$ cat config.mk
export PLATFORM = sky130hd
export DESIGN_NAME = key_wdt
export DESIGN_NICKNAME = d
export VERILOG_FILES = /design/src/rtl/key_wdt.sv
export SDC_FILE = /design/constraint.sdc
export NUM_CORES = 1
export LEC_CHECK = 0
export BUFFER_PORTS_ARGS = -buffer_cell sky130_fd_sc_hd__buf_2
export CORE_MARGIN = 2
export CORE_UTILIZATION = 57
export CTS_BUF_LIST = sky130_fd_sc_hd__clkbuf_8 sky130_fd_sc_hd__clkbuf_16
export DETAILED_ROUTE_END_ITERATION = 12
export HOLD_SLACK_MARGIN = 0.12
export PLACE_DENSITY = 0.76
export REMOVE_ABC_BUFFERS = 1
export SLEW_MARGIN = 0
export SYNTH_ARGS = -nofsm -noshare
export SYNTH_HDL_FRONTEND = slang
export SYNTH_SLANG_ARGS = --single-unit
$ cat constraint.sdc
create_clock -name clk -period 5.2 [get_ports clk]
set_clock_uncertainty 0.05 [all_clocks]
set_input_delay 0 -clock clk [delete_from_list [all_inputs] [get_ports clk]]
set_output_delay 0 -clock clk [all_outputs]
set_load 0.01 [all_outputs]
$ cat src/rtl/key_wdt.sv
module key_wdt #(
  parameter int DATA_W  = 32,
  parameter int RATIO_W = 3,
  parameter int SETTLE  = 2
) (
  input  logic              clk,
  input  logic              rst_n,
  input  logic              tick,
  input  logic              bus_we,
  input  logic [2:0]        bus_addr,
  input  logic [DATA_W-1:0] bus_wdata,
  output logic [DATA_W-1:0] bus_rdata,
  output logic              wdt_rst
);
  localparam int CTRL_W = RATIO_W + 1;
  localparam int PRE_W  = (1 << RATIO_W) - 1;
  localparam int AGE_W  = (SETTLE > 1) ? $clog2(SETTLE) : 1;
  localparam int NCH    = 4;
  localparam int CH_CTRL = 0, CH_LOAD = 1, CH_KEY = 2, CH_KICK = 3;
  localparam logic [2:0] A_CTRL = 3'd0, A_LOAD = 3'd1, A_CNT = 3'd2,
                         A_KEY = 3'd3, A_KICK = 3'd4, A_PEND = 3'd5;
  localparam logic [DATA_W-1:0] ON1  = DATA_W'(16'hBBBB);
  localparam logic [DATA_W-1:0] ON2  = DATA_W'(16'h4444);
  localparam logic [DATA_W-1:0] OFF1 = DATA_W'(16'hAAAA);
  localparam logic [DATA_W-1:0] OFF2 = DATA_W'(16'h5555);

  typedef enum logic [1:0] {K_IDLE, K_ON, K_OFF} kst_t;

  logic                run;
  kst_t                kst;
  logic [CTRL_W-1:0]   ctrl;
  logic [DATA_W-1:0]   load, count, last_kick;
  logic [PRE_W-1:0]    pre_cnt;
  logic [NCH-1:0]      pend, due;
  logic [DATA_W-1:0]   shadow [NCH];

  function automatic logic [2:0] ch_addr(input int ch);
    case (ch)
      CH_CTRL: return A_CTRL;
      CH_LOAD: return A_LOAD;
      CH_KEY:  return A_KEY;
      default: return A_KICK;
    endcase
  endfunction

  for (genvar i = 0; i < NCH; i++) begin : g_post
    logic [DATA_W-1:0] sh;
    logic              p;
    logic [AGE_W-1:0]  ag;
    wire hit = bus_we && (bus_addr == ch_addr(i));
    always_ff @(posedge clk) begin
      if (!rst_n) begin
        sh <= '0; p <= 1'b0; ag <= '0;
      end else if (hit) begin
        sh <= bus_wdata; p <= 1'b1; ag <= '0;
      end else if (p && tick) begin
        if (ag == AGE_W'(SETTLE - 1)) p <= 1'b0;
        else ag <= ag + 1'b1;
      end
    end
    assign pend[i]   = p;
    assign shadow[i] = sh;
    assign due[i]    = p && tick && (ag == AGE_W'(SETTLE - 1));
  end

  wire              pre_en   = ctrl[CTRL_W-1];
  wire [PRE_W-1:0]  pre_mask = ~({PRE_W{1'b1}} << ctrl[RATIO_W-1:0]);
  wire              step     = tick && run && (!pre_en || pre_cnt == pre_mask);
  wire              wrap     = step && (count == '1);
  wire [DATA_W-1:0] key      = shadow[CH_KEY];

  logic unused_ctrl_hi;
  assign unused_ctrl_hi = ^shadow[CH_CTRL][DATA_W-1:CTRL_W];

  always_ff @(posedge clk) begin
    if (!rst_n) begin
      run <= 1'b0; kst <= K_IDLE; ctrl <= '0; load <= '1;
      count <= '0; pre_cnt <= '0; last_kick <= '0; wdt_rst <= 1'b0;
    end else begin
      wdt_rst <= wrap;
      if (tick && run) begin
        if (step) pre_cnt <= '0;
        else      pre_cnt <= pre_cnt + 1'b1;
      end
      if (step) count <= wrap ? load : count + 1'b1;
      if (due[CH_CTRL] && !run) ctrl <= shadow[CH_CTRL][CTRL_W-1:0];
      if (due[CH_LOAD] && !run) load <= shadow[CH_LOAD];
      if (due[CH_KICK]) begin
        last_kick <= shadow[CH_KICK];
        if (shadow[CH_KICK] != last_kick) count <= load;
      end
      if (due[CH_KEY]) begin
        case (kst)
          K_IDLE:  kst <= (key == ON1) ? K_ON : (key == OFF1) ? K_OFF : K_IDLE;
          K_ON: begin
            kst <= K_IDLE;
            if (key == ON2) begin
              run <= 1'b1; count <= load; pre_cnt <= '0;
            end
          end
          default: begin
            kst <= K_IDLE;
            if (key == OFF2) run <= 1'b0;
          end
        endcase
      end
    end
  end

  always_comb begin
    case (bus_addr)
      A_CTRL:  bus_rdata = DATA_W'(ctrl);
      A_LOAD:  bus_rdata = load;
      A_CNT:   bus_rdata = count;
      A_KICK:  bus_rdata = last_kick;
      A_PEND:  bus_rdata = DATA_W'(pend);
      default: bus_rdata = '0;
    endcase
  end
endmodule

==> metrics.cfg, run 1 <==
[cts]
cts_buffers=23
cts_tree=yes
cts_root_buffer=clkbuf_16
clock_path_buffers=3
path_clk_slew_ns=0.06
cts_sinks=219
cts_resized=0
hold_buffers=36
cts_max_level=1
cts_setup_buffers=0
worstSkewPairLatency_ns=0.50

[synthesis]
syn_area_per_cell_um2=7.61
ys_seq_area_share_pct=45.0
synth_cells=1281
synth_area_um2=9740
ys.flop_type=dfxtp_1
ys_ff_latch=219
async_flop_share_pct=0
synth-edff-count=0
synth_cell_types=53
ys_warn_count=0

[sta]
min_period_ns=3.04
rsz0062_at_grt=no
timing.fmax_mhz=329
setup_ws_ns=2.16
maxSlewViolCount=0
finalCritPeriodShare_pct=58.4
tightestPinTransition_ns=1.22
hold_viol_final=0
slew-limit-headroom_pct=18.6
tns_ns=0
setup_viol=0

[setup_path]
critPathKind=reg2reg
crit_chain=ha_1 -> nand4_1 -> or4_1 -> nor4_1 -> a211oi_4 -> buf_4 -> o21ai_0 -> a21oi_1
critPathMaxFanout=22
cpPeakStageDelay_ns=0.72
slowest_stage=nor4_1
start_kind=flip-flop
worstPathRequired_ns=5.53
crit_arrival_ns=3.37
ff2ff_path_depth=8
endpoint_kind=flip-flop

[place]
preCtsSetupSlack_ns=2.26
post-dp-hpwl_mm=18.5
place.gp.congestion=0.924
io_buffers=71
dpl_cell_area_um2=10100

[floorplanning]
io-pin-count=72
fp.dieH_um=135
start_util_pct=58.5
die_w_um=135
core_um2=16600
die-area_um2=18200
fp-row-count=47

[pwr]
leakage_nw=4.01
power.share.clock_pct=45.8
power_frac_seq_pct=48.5
p_per_area_nw_per_um2=314
cellInternalPower_mw=2.72
p_sw_share_pct=22.7
switchingPower_mw=0.801
power_frac_comb_pct=5.6
ir_drop_v=0.000350

[route]
viasPerCell=5.90
drc=0
drtPass1Iterations=5
ant_nets=0
drt_first_iter_violations=1059
vias=9245
drt_wl_total_mm=27.7
avgRoutedWirePerCell_um=17.7

[run]
maxCapViolations=0

[outcome]
status=finished clean

[global_routing]
first_global_vias=8409
grt_usage_pct=30.5
grt_first_pass_wirelength_mm=44.5
overflow=0
grt_start_max_net_pins=79
antenna_found_initial=0
grt_use_met1_pct=44.8
gr-usage-met3_pct=3.87
busiest_layer=met2
use_met2_pct=47.2

[cells_and_area]
layout_commonest_cell=nand2_1
finalNetCount=1373
areaGrowthSynthToFinish_pct=15.3
final_cell_mix=nand2_1, dfxtp_1, a21oi_1, buf_2, o21ai_0
antenna_cells=0
fin_area_um2=11200
drive_gt1_share_pct=10.3

[min_path]
min_path_type=in2reg
whs_path_depth=5

-- path summary, 6_finish.rpt --
kind	startpoint	endpoint	slack (ns)
setup / recovery	count[0]$_SDFF_PN0_	count[18]$_SDFF_PN0_	2.16
hold / removal	bus_addr[0]	g_post[1].sh[19]$_SDFFE_PN0P_	0.18
setup reg to reg	count[0]$_SDFF_PN0_	count[18]$_SDFF_PN0_	2.16
hold reg to reg	g_post[2].sh[30]$_SDFFE_PN0P_	g_post[2].sh[30]$_SDFFE_PN0P_	0.40
-- routing by layer --
| layer | wire length [µm] | vias to the layer above |
|---|---|---|
| met1 | 12600 | 4368 |
| met2 | 12400 | 363 |
| li1 | - | 4467 |
| met3 | 2010 | 47 |
| met5 | 0 | - |
| met4 | 720 | 0 |
-- registers in the layout, indices dropped and copies added, names as in the netlist --
register   flops
g_post.p       4
pre_cnt        7
g_post.sh    100
load          32
count         32
last_kick     32
wdt_rst        1
kst            2
run            1
g_post.ag      4
ctrl           4
-- layout make-up --
cell class	count	area, µm²
fillers	1445	5410
multi-input cells	959	4990
flip-flops and latches	219	4380
repair buffers	119	806
clock buffers	30	672
well taps	220	275
clock inverters	10	73.8
inverters	10	40.0
-- logic make-up after synthesis --
family	synth area share [%]
adders and majority gates	0.257
muxes	2.23
buffers and inverters	4.16
AOI/OAI and AO/OA	16.7
xor gates and xnor gates	4.85
DFF	45.0
and+or+nand+nor	26.7
-- synthesized netlist by cell type (2+ instances only) --
cell      count  share of area, %
clkbuf_1     78               3.0
and2_1        6              0.39
xnor2_1      47               4.2
nor2b_1       5              0.32
ha_1          2              0.26
nor4b_1       6              0.54
nand4b_1      2              0.18
a22oi_1      31               2.4
buf_2         9              0.46
dfxtp_1     219                45
or2_2         4              0.26
xor2_1        7              0.63
nand2_1     389                15
and3_1       13              0.83
nand2b_1      2              0.13
nor4bb_1      2              0.21
mux2i_1      15               1.5
inv_1         9              0.35
o32ai_1       2              0.18
o22ai_1       3              0.19
nand3_1      56               2.9
or4_1         4              0.31
or3_1         7              0.45
o21ai_0      69               3.5
a21oi_1     170               8.7
nor3_1       14              0.72
a31oi_1       8              0.51
nor4_1       11              0.71
a211oi_1      2              0.15
nand4_1      17               1.1
buf_1         5              0.19
and4_1        4              0.36
nor2_1       39               1.5
o31a_1        3              0.27
mux4_2        3              0.69
-- worst max-delay path, delay by kind of cell, from the launching register on --
kind	cells	cell delay, ns
adders and majority gates	1	0.27
AOI/OAI and AO/OA	3	0.53
buffers and inverters	1	0.28
DFF	1	0.43
and+or+nand+nor	3	1.36
-- power by group through the flow --
stage | Combinational (mW) | Clock, mW | Sequential [mW]
after floorplan | 0.0905 | 0 | 1.74
after global placement | 0.172 | 0 | 1.75
after detailed placement | 0.173 | 0 | 1.75
after global routing | 0.216 | 1.69 | 1.71
after CTS | 0.194 | 1.62 | 1.71
final | 0.198 | 1.62 | 1.71
-- per-stage QoR --
stage	hold slack, ns	cells	utilization (%)	power, mW
floorplan	0.0218	1188	-	1.83
global placement	0.220	1491	60.9	1.92
detailed placement	0.227	1491	60.9	1.92
CTS	0.176	1567	67.5	3.53
global route	0.237	1567	67.5	3.61
finish	0.183	1567	67.5	3.52
Note: power is estimated with default switching activity, not from simulation.
==> inputs of run 2 (changes only) <==
==> constraint.sdc (replaced) <==
create_clock -name clk -period 3.2 [get_ports clk]
set_clock_uncertainty 0.05 [all_clocks]
set_input_delay 0 -clock clk [delete_from_list [all_inputs] [get_ports clk]]
set_output_delay 0 -clock clk [all_outputs]
set_load 0.01 [all_outputs]
==> run 2 against run 1 <==
Against the previous run:
- maximum frequency increased by 6.3%
- non-clock buffer count increased by 16
- register-to-register slack got worse by 1.8 ns
- critical endpoint unchanged
- setup slack got worse by 1.8 ns
- critical path type unchanged
- first-iteration DRC count decreased by 5.6%
- largest power group unchanged
- global-route usage decreased by 0.064 points
- cell count increased by 1.3%
- clock-buffer cell count decreased by 2
==> metrics.cfg, run 2 (same netlist as run 1, synthesis figures left out) <==
[outcome]
status=finished clean

[place]
place.gp.congestion=0.951  ; +3.0%
preCtsSetupSlack_ns=0.408  ; -1.85 ns
io_buffers=71  ; unchanged
dpl.cell_count=1503  ; +0.80%
dpl_cell_area_um2=10200  ; +0.84%
post-dp-hpwl_mm=18.8  ; +1.8%

[floorplanning]
die-area_um2=18200  ; unchanged
fp.dieH_um=135  ; unchanged
start_util_pct=58.5  ; unchanged
die_w_um=135  ; unchanged
core_um2=16600  ; unchanged
fp-row-count=47  ; unchanged
io-pin-count=72  ; unchanged

[route]
drt_first_iter_violations=1000  ; -5.6%
drc=0  ; unchanged
drt_wl_total_mm=27.6  ; -0.22%
ant_nets=0  ; unchanged
viasPerCell=5.80  ; -1.6%
avgRoutedWirePerCell_um=17.4  ; -1.5%
vias=9212  ; -0.36%
drtPass1Iterations=7  ; +2

[global_routing]
grt_usage_pct=30.4  ; -0.064 points
overflow=0  ; unchanged
grt_first_pass_wirelength_mm=44.3  ; -0.51%
first_global_vias=8400  ; -0.11%
grt_start_max_net_pins=66  ; -16%
antenna_found_initial=0  ; unchanged

[cells_and_area]
largest_reg_flops=100  ; unchanged
antenna_cells=0  ; unchanged
regMostFlops=g_post.sh
areaGrowthSynthToFinish_pct=17.3
fin_cells=1587  ; +1.3%
final_cell_mix=nand2_1, dfxtp_1, a21oi_1, buf_2, o21ai_0
fill_cells=1413  ; -2.2%
fin_area_um2=11400  ; +1.7%
drive_gt1_share_pct=11.3  ; +1.0 points
finalNetCount=1390  ; +1.2%
layout_commonest_cell=nand2_1

[sta]
hold_viol_final=0  ; unchanged
timing.fmax_mhz=350  ; +6.3%
maxSlewViolCount=0  ; unchanged
tightestPinTransition_ns=1.19  ; -0.0239 ns
slew-limit-headroom_pct=20.0  ; +1.4 points
min_period_ns=2.85  ; -0.180 ns
rsz0062_at_grt=no
holdWs_ns=0.206  ; +0.0235 ns
setup_viol=0  ; unchanged
setup_ws_ns=0.345  ; -1.82 ns
finalCritPeriodShare_pct=89.2  ; +31 points

[cts]
cts_root_buffer=clkbuf_16
cts_sinks=219  ; unchanged
cts_setup_buffers=0  ; unchanged
cts_tree=yes
cts_max_level=1  ; unchanged
worstSkewPairLatency_ns=0.53  ; +0.03 ns
cts_buffers=24  ; +4.3%
path_clk_slew_ns=0.06  ; about the same
clock_path_buffers=3  ; unchanged

[setup_path]
crit_arrival_ns=3.20  ; -0.17 ns
rrSetupSlack_ns=0.35  ; -1.82 ns
worstPathRequired_ns=3.54  ; -1.99 ns
start_kind=flip-flop
endpoint_kind=flip-flop
r2r_start=ctrl[2]$_SDFFE_PN0P_
ff2ff_path_depth=8  ; unchanged
rr_endpoint=count[18]$_SDFF_PN0_
critPathKind=reg2reg
critPathMaxFanout=26  ; +18%

[min_path]
holdPathEnd=g_post[2].p$_SDFFE_PN0P_
whs_path_depth=4  ; -1
hp-start=bus_addr[0]
min_path_type=in2reg

[pwr]
leakage_nw=4.13  ; +2.9%
ir_drop_v=0.000427  ; +22%
p_per_area_nw_per_um2=515  ; +64%
power_mw=5.88  ; +67%

[run]
maxCapViolations=0  ; unchanged

run 2: worst max-delay path, stage by stage (launching register included):
cell and delay [ns]:
dfxtp_1 0.44, or4b_1 0.53, and3_1 0.18, a21oi_2 0.19, a41o_1 0.54, a211oi_4 0.12, buf_4 0.24, o21ai_0 0.35
a21oi_1 0.07
run 2: repair_timing:
item                                   CTS  global route
endpoints found under the hold margin  157             0
resized for setup                        0             0
hold buffers                            40             0
run 2: how the worst max path moves through the flow:
stage                     slack, ns            startpoint  depth (start not counted)                    to
after floorplan               -0.45  ctrl[2]$_SDFFE_PN0P_                          7  count[26]$_SDFF_PN0_
after global placement         0.44  ctrl[1]$_SDFFE_PN0P_                          8  count[18]$_SDFF_PN0_
after detailed placement       0.41  ctrl[1]$_SDFFE_PN0P_                          8  count[18]$_SDFF_PN0_
after CTS                      0.41  ctrl[1]$_SDFFE_PN0P_                          8  count[18]$_SDFF_PN0_
after global routing           0.23  ctrl[1]$_SDFFE_PN0P_                          8  count[18]$_SDFF_PN0_
final                          0.35  ctrl[2]$_SDFFE_PN0P_                          8  count[18]$_SDFF_PN0_
run 2: cell type report:
| class | count | area, µm² | area share, % |
|---|---|---|---|
| flip-flops and latches | 219 | 4380 | 38.4 |
| repair buffers | 135 | 936 | 8.19 |
| inverters | 10 | 40.0 | 0.350 |
| multi-input cells | 959 | 4980 | 43.6 |
| well taps | 220 | 275 | 2.41 |
| clock buffers | 28 | 656 | 5.74 |
| clock inverters | 16 | 158 | 1.38 |
run 2: report_power, final:
part,internal (mW),switching [mW]
Clock,1.64,1.14
Combinational,0.125,0.202
Sequential,2.76,0.0233
Total,4.52,1.36
run 2: metal layers:
metal	GRT usage, %	wire (µm)	up-vias
li1	-	-	4507
met1	44.0	12500	4289
met2	47.7	12300	366
met3	4.20	2070	50
met4	8.48	747	0
met5	0	0	-
run 2: per-stage QoR:
step           utilization [%]  TNS [ns]
3_5_place_dp              61.4         0
3_3_place_gp              61.4         0
5_1_grt                   68.7         0
2_1_floorplan                -     -9.16
6_report                  68.7         0
4_1_cts                   68.7         0
